--- config.mk ---
export PLATFORM = sky130hd
export DESIGN_NAME = uart_irq_ident
export DESIGN_NICKNAME = d
export VERILOG_FILES = /design/src/rtl/uirq_pkg.sv /design/src/rtl/uirq_enable_reg.sv /design/src/rtl/uirq_line_status.sv /design/src/rtl/uirq_pending.sv /design/src/rtl/uart_irq_ident.sv
export SDC_FILE = /design/constraint.sdc
export NUM_CORES = 1
export LEC_CHECK = 0
export ABC_AREA = 1
export BUFFER_PORTS_ARGS = -buffer_cell sky130_fd_sc_hd__buf_2
export CAP_MARGIN = 20
export CORE_UTILIZATION = 37
export DETAILED_ROUTE_END_ITERATION = 10
export GPL_ROUTABILITY_DRIVEN = 0
export GPL_TIMING_DRIVEN = 1
export PLACE_DENSITY_LB_ADDON = 0.12
export SYNTH_ARGS = -nofsm -noshare
export SYNTH_HDL_FRONTEND = slang
export SYNTH_SLANG_ARGS = --single-unit
--- constraint.sdc ---
create_clock -name clk -period 0.9 [get_ports clk]
set_input_delay 0.18 -clock clk [delete_from_list [all_inputs] [get_ports clk]]
set_output_delay 0.18 -clock clk [all_outputs]
set_load 0.02 [all_outputs]
--- src/rtl/uirq_pkg.sv ---
package uirq_pkg;

   // Source index doubles as the identification code in bits 2:1.
   typedef enum logic [1:0] {
      SRC_MDM  = 2'd0,
      SRC_THRE = 2'd1,
      SRC_RDA  = 2'd2,
      SRC_LINE = 2'd3
   } uirq_src_e;

   localparam int unsigned NUM_SRC = 4;
   localparam int unsigned ERR_W   = 4;

   // Enable register bit positions
   localparam int unsigned EN_RDA  = 0;
   localparam int unsigned EN_THRE = 1;
   localparam int unsigned EN_LINE = 2;
   localparam int unsigned EN_MDM  = 3;

   // Line-status register bit positions
   localparam int unsigned LS_DR    = 0;
   localparam int unsigned LS_ERR_L = 1;
   localparam int unsigned LS_HE    = 5;
   localparam int unsigned LS_SE    = 6;

endpackage

--- src/rtl/uirq_enable_reg.sv ---
module uirq_enable_reg
   import uirq_pkg::*;
#(
   parameter int unsigned REG_W         = 8,
   parameter bit          ARM_ON_ENABLE = 1'b1
) (
   input  logic               clk,
   input  logic               rst,
   input  logic               wr,
   input  logic [REG_W-1:0]   wdata,
   input  logic               hold_empty,
   output logic [NUM_SRC-1:0] en_q,
   output logic               arm_thre
);

   always_ff @(posedge clk or posedge rst) begin
      if (rst)     en_q <= '0;
      else if (wr) en_q <= wdata[NUM_SRC-1:0];
   end

   generate
      if (ARM_ON_ENABLE) begin : g_arm
         assign arm_thre = wr && wdata[EN_THRE] && !en_q[EN_THRE] && hold_empty;
      end else begin : g_no_arm
         assign arm_thre = 1'b0;
      end
   endgenerate

   p_en_hold_r2 : assert property (@(posedge clk) disable iff (rst)
      !wr |=> $stable(en_q));

endmodule

--- src/rtl/uirq_line_status.sv ---
module uirq_line_status
   import uirq_pkg::*;
#(
   parameter int unsigned REG_W = 8
) (
   input  logic             clk,
   input  logic             rst,
   input  logic             rx_evt,
   input  logic [ERR_W-1:0] err_evt,
   input  logic             lsr_rd,
   input  logic             rbr_rd,
   input  logic             hold_empty,
   input  logic             shift_empty,
   output logic             dr_q,
   output logic             err_any,
   output logic [REG_W-1:0] lsr_val
);

   logic [ERR_W-1:0] err_q;

   // Sticky error flags: a new event beats the clearing read.
   always_ff @(posedge clk or posedge rst) begin
      if (rst)         err_q <= '0;
      else if (lsr_rd) err_q <= err_evt;
      else             err_q <= err_q | err_evt;
   end

   always_ff @(posedge clk or posedge rst) begin
      if (rst)         dr_q <= 1'b0;
      else if (rx_evt) dr_q <= 1'b1;
      else if (rbr_rd) dr_q <= 1'b0;
   end

   assign err_any = |err_q;

   always_comb begin
      lsr_val                           = '0;
      lsr_val[LS_DR]                    = dr_q;
      lsr_val[LS_ERR_L +: ERR_W]        = err_q;
      lsr_val[LS_HE]                    = hold_empty;
      lsr_val[LS_SE]                    = shift_empty;
   end

   p_err_clr_r5 : assert property (@(posedge clk) disable iff (rst)
      (lsr_rd && err_evt == '0) |=> (lsr_val[LS_ERR_L +: ERR_W] == '0));

   p_dr_keep_r6 : assert property (@(posedge clk) disable iff (rst)
      (dr_q && !rbr_rd) |=> dr_q);

endmodule

--- src/rtl/uirq_pending.sv ---
module uirq_pending
   import uirq_pkg::*;
#(
   parameter int unsigned REG_W = 8
) (
   input  logic               clk,
   input  logic               rst,
   input  logic [NUM_SRC-1:0] en,
   input  logic               dr,
   input  logic               err_any,
   input  logic               hold_empty,
   input  logic               arm_thre,
   input  logic               thr_wr,
   input  logic               iir_rd,
   input  logic               msr_rd,
   input  logic               mdm_evt,
   output logic               intr,
   output logic [REG_W-1:0]   iir_val
);

   logic               thre_q, mdm_q, he_prev;
   logic [NUM_SRC-1:0] pend, act;
   logic [1:0]         id;
   logic               any;
   logic               thre_set, thre_clr;

   always_comb begin
      pend           = '0;
      pend[SRC_LINE] = err_any;
      pend[SRC_RDA]  = dr;
      pend[SRC_THRE] = thre_q;
      pend[SRC_MDM]  = mdm_q;
      act            = '0;
      act[SRC_LINE]  = pend[SRC_LINE] & en[EN_LINE];
      act[SRC_RDA]   = pend[SRC_RDA]  & en[EN_RDA];
      act[SRC_THRE]  = pend[SRC_THRE] & en[EN_THRE];
      act[SRC_MDM]   = pend[SRC_MDM]  & en[EN_MDM];
   end

   // Highest index wins: the source enum is ordered by rank.
   always_comb begin
      id  = '0;
      any = |act;
      for (int i = 0; i < NUM_SRC; i++) begin
         if (act[i]) id = i[1:0];
      end
   end

   assign thre_set = (hold_empty && !he_prev) || arm_thre;
   assign thre_clr = thr_wr || (iir_rd && any && id == SRC_THRE);

   always_ff @(posedge clk or posedge rst) begin
      if (rst) begin
         thre_q  <= 1'b0;
         mdm_q   <= 1'b0;
         he_prev <= 1'b1;
      end else begin
         he_prev <= hold_empty;
         if (thre_set)      thre_q <= 1'b1;
         else if (thre_clr) thre_q <= 1'b0;
         if (mdm_evt)       mdm_q  <= 1'b1;
         else if (msr_rd)   mdm_q  <= 1'b0;
      end
   end

   assign intr = any;

   always_comb begin
      iir_val      = '0;
      iir_val[0]   = !any;
      iir_val[2:1] = id;
   end

   p_intr_iir_r3 : assert property (@(posedge clk) disable iff (rst)
      intr == !iir_val[0]);

   p_prio_line_r4 : assert property (@(posedge clk) disable iff (rst)
      (err_any && en[EN_LINE]) |-> (iir_val[3:0] == 4'h6));

   p_mdm_clr_r9 : assert property (@(posedge clk) disable iff (rst)
      (msr_rd && !mdm_evt) |=> (iir_val[2:0] != 3'b000));

endmodule

--- src/rtl/uart_irq_ident.sv ---
module uart_irq_ident
   import uirq_pkg::*;
#(
   parameter int unsigned REG_W         = 8,
   parameter bit          ARM_ON_ENABLE = 1'b1
) (
   input  logic             clk,
   input  logic             rst,
   input  logic             ier_wr,
   input  logic             iir_rd,
   input  logic             lsr_rd,
   input  logic             msr_rd,
   input  logic             rbr_rd,
   input  logic             thr_wr,
   input  logic [REG_W-1:0] wdata,
   input  logic             rx_byte_evt,
   input  logic             overrun_evt,
   input  logic             parity_evt,
   input  logic             framing_evt,
   input  logic             break_evt,
   input  logic             modem_chg_evt,
   input  logic             hold_empty,
   input  logic             shift_empty,
   output logic             intr,
   output logic [REG_W-1:0] iir_q,
   output logic [REG_W-1:0] ier_q,
   output logic [REG_W-1:0] lsr_q
);

   localparam int unsigned MIN_W = LS_SE + 2;

   generate
      if (REG_W < MIN_W) begin : g_bad_width
         $error("uart_irq_ident: REG_W must be at least %0d", MIN_W);
      end
   endgenerate

   logic [NUM_SRC-1:0] en;
   logic               arm_thre;
   logic               dr, err_any;
   logic [ERR_W-1:0]   err_evt;

   assign err_evt = {break_evt, framing_evt, parity_evt, overrun_evt};

   uirq_enable_reg #(.REG_W(REG_W), .ARM_ON_ENABLE(ARM_ON_ENABLE)) u_en (
      .clk        (clk),
      .rst        (rst),
      .wr         (ier_wr),
      .wdata      (wdata),
      .hold_empty (hold_empty),
      .en_q       (en),
      .arm_thre   (arm_thre)
   );

   uirq_line_status #(.REG_W(REG_W)) u_ls (
      .clk         (clk),
      .rst         (rst),
      .rx_evt      (rx_byte_evt),
      .err_evt     (err_evt),
      .lsr_rd      (lsr_rd),
      .rbr_rd      (rbr_rd),
      .hold_empty  (hold_empty),
      .shift_empty (shift_empty),
      .dr_q        (dr),
      .err_any     (err_any),
      .lsr_val     (lsr_q)
   );

   uirq_pending #(.REG_W(REG_W)) u_pend (
      .clk        (clk),
      .rst        (rst),
      .en         (en),
      .dr         (dr),
      .err_any    (err_any),
      .hold_empty (hold_empty),
      .arm_thre   (arm_thre),
      .thr_wr     (thr_wr),
      .iir_rd     (iir_rd),
      .msr_rd     (msr_rd),
      .mdm_evt    (modem_chg_evt),
      .intr       (intr),
      .iir_val    (iir_q)
   );

   always_comb begin
      ier_q                = '0;
      ier_q[NUM_SRC-1:0]   = en;
   end

   p_rda_clr_r6 : assert property (@(posedge clk) disable iff (rst)
      (rbr_rd && !rx_byte_evt) |=> !lsr_q[LS_DR]);

endmodule

==> out/qor.tcl <==
set qor(ant_nets) 0
set qor(ys.flop_type) {sky130_fd_sc_hd__dfrtp_1}
set qor(fin_ws_ps) -517
set qor(timing.critical_path.to_type) {output port}
set qor(share_clk_of_total_power) 0.229
set qor(rsz0062_at_grt) {yes}
set qor(max_cap_viol_count) 0
set qor(power.total_uw) 1470
set qor(post-synth-top-area-cell) {sky130_fd_sc_hd__dfrtp_1}
set qor(fraction_of_power_consumed_by_combinational_cells) 0.351
set qor(wl_per_cell_um) 9.15
set qor(vdd.ir_drop.worst_uv) 1240
set qor(fillers) 125
set qor(yosys_register_bits) 12
set qor(critPathRequiredTime_ps) 720
set qor(vias_in_the_first_global_route) 454
set qor(route.detailed.drc) 0
set qor(power.static_leakage_uw) 0.000575
set qor(grt_first_pass_wirelength_um) 1810
set qor(design.core.area_um2) 1520
set qor(first_iter_violations) 7
set qor(result_of_the_run) {finished, violations left}
set qor(initial_core_utilization) 0.400
set qor(post-route-period-util) 1.57
set qor(synth.top_cell.area_share) 0.452
set qor(grt_antenna_before_repair) 0
set qor(die_y_um) 42.6
set qor(netSwitchingPower_uw) 436
set qor(internal_power_uw) 1030
set qor(min-delay-path-class) {input pin to register}
set qor(clock_tree.buffer_depth) 2
set qor(top_level_ports) 49
set qor(cts.sink_count) 12
set qor(drt_pre_antenna_iters) 4
set qor(synth_enable_flop_cells) 0
set qor(tritoncts) {built}
set qor(synth.top_cells.by_count) {sky130_fd_sc_hd__buf_4, sky130_fd_sc_hd__inv_1, sky130_fd_sc_hd__nand2_1}
set qor(detail_route.vias_per_cell) 4.08
set qor(dp_hpwl_um) 805
set qor(synth.most_common_cell) {sky130_fd_sc_hd__buf_4}
set qor(syn_area_um2) 609
set qor(placed_cell_area_um2) 803
set qor(worst_skew_late_latency_ps) 260
set qor(setup-violations-final) 17
set qor(slew_viol_final) 0
set qor(timing.critical_path.fanout_max) 3
set qor(antenna-diode-count) 0
set qor(die_width_um) 42.6
set qor(ys_async_sr_fraction) 1.00
set qor(die_area_um2) 1810
set qor(worst_clock_skew_ps) 6.52
set qor(clk_transition_reported_paths_ps) 70
set qor(track_usage) 0.134
set qor(maximum_number_of_pins_on_one_net_before_global_route_repair) 13
set qor(dominant_cells_by_area_after_synthesis) {sky130_fd_sc_hd__dfrtp_1, sky130_fd_sc_hd__buf_4, sky130_fd_sc_hd__inv_1, sky130_fd_sc_hd__nand2_1, sky130_fd_sc_hd__o21bai_1}
set qor(port_buffers) 32
set qor(fin_crit_ps) 1420
set qor(synth_sequential_area_ratio) 0.495
set qor(cp_slowest_stage_delay_ps) 410
set qor(clock.fmax_mhz) 706
set qor(holdWs_ps) 33.0
set qor(final_cell_area_um2) 1020
set qor(ys.warnings.count) 0
set qor(worstPathArrival_ps) 1240
set qor(grt_overflow) 0
set qor(synth.distinct_cells) 13
set qor(hold_viol_final) 0
set qor(drive_gt1_frac) 0.569
set qor(netlist_instances) 67
set qor(syn_area_per_cell_um2) 9.09
set qor(route.final.wire_length_um) 1210
set qor(flow.area_growth_from_synthesis_pct) 66.7
set qor(power_per_cell_area_nw_per_um2) 1440
set qor(cpMaxStageDelayCell) {sky130_fd_sc_hd__dfrtp_2}
set qor(power.share.sequential) 0.420
set qor(rows) 14
set qor(violations) {negative setup slack}
set qor(fin_nets) 141
set qor(vias) 539
set qor(cts_buffers) 3
set qor(htreeDepth) 1
set qor(p_sw_frac) 0.297
set qor(crit_path_start_kind) {register}
set qor(timing.setup.critical_path_class) {register to output port}
set qor(clock-root-buffer) {sky130_fd_sc_hd__clkbuf_4}
set qor(worstPathCellList) {nor2_2, nand2_1, nand2_2, nand4_1, buf_4}
-- area by class of cell --
| class | count | area (um^2) | share of cell area |
|---|---|---|---|
| Timing Repair Buffer | 49 | 405 | 0.399 |
| Inverter | 12 | 45.0 | 0.0443 |
| Tap cell | 16 | 20.0 | 0.0197 |
| Multi-Input combinational cell | 39 | 210 | 0.207 |
| Clock buffer | 4 | 26.3 | 0.0259 |
| Sequential cell | 12 | 309 | 0.304 |
-- path summary, 6_finish.rpt --
path | endpoint | slack, ps | start | depth (start not counted)
setup / recovery | intr | -520 | u_ls.err_q[2] | 5
hold / removal | u_pend.he_prev | 30 | hold_empty | 1
setup reg to reg | u_pend.thre_q | -120 | u_ls.err_q[2] | 7
hold reg to reg | u_pend.mdm_q | 540 | u_pend.mdm_q | 2
max in group asynchronous | u_pend.he_prev | 120 | rst | 3
min in group asynchronous | u_pend.mdm_q | 440 | rst | 3
-- cell usage in the layout (no fill, tap or decap), drive strengths merged --
cell type and count:
dlygate4sd3 1, dfrtp 11, nand4 1, dfstp 1, nand2 13, clkbuf 4
o21ai 2, inv 12, buf 48, nor2 4, mux2 3, conb 10
o21bai 6
-- per-stage QoR --
step	setup WS (ps)	setup TNS, ps	utilization	std cells
floorplan	-416	-850	-	76
global placement	-230	-674	0.527	120
detailed placement	-264	-820	0.527	120
CTS	-515	-3770	0.629	126
global route	-620	-5390	0.667	132
finish	-517	-4600	0.667	132
-- what timing repair did --
item | in CTS | in global routing
setup buffers | 2 | 8
gates resized for setup | 34 | 6
setup endpoints to repair | 15 | 18
hold buffers | 1 | 0
pin swaps | 2 | 3
hold endpoints to repair | 11 | 0
-- layer usage --
| metal | GRT usage | vias up | routed length [um] |
|---|---|---|---|
| met5 | 0 | - | 0 |
| met1 | 0.154 | 236 | 487 |
| met3 | 0.0259 | 0 | 56 |
| li1 | - | 277 | - |
| met4 | 0.0625 | 0 | 0 |
| met2 | 0.237 | 26 | 664 |
-- critical path: cells and delay by family, from the launching register on --
kind / cells / cell delay (ps)
flops: 1 / 410
simple gates: 4 / 390
buf+inv: 1 / 190
-- kinds of logic (layout without fill, tap and decap cells) --
family,Yosys count,count (layout),share of synthesized area
AOI/OAI and AO/OA,8,8,0.0903
buffers and inverters,25,65,0.234
DFF,12,12,0.495
muxes,3,3,0.0554
other,1,10,0.00615
and+or+nand+nor,18,18,0.119
-- sequential cells by signal (all words and copies together) (netlist names) --
name            cells
u_en.en_q           4
u_ls.err_q          4
u_ls.dr_q           1
u_pend.he_prev      1
u_pend.mdm_q        1
u_pend.thre_q       1
-- power by group through the flow --
stage	logic (uW)	clock network (uW)	registers (uW)
6_report	515	336	615
5_1_grt	557	375	618
4_1_cts	463	344	617
3_5_place_dp	361	0	620
3_3_place_gp	358	0	619
2_1_floorplan	205	0	664
(Power assumes the default switching activity.)
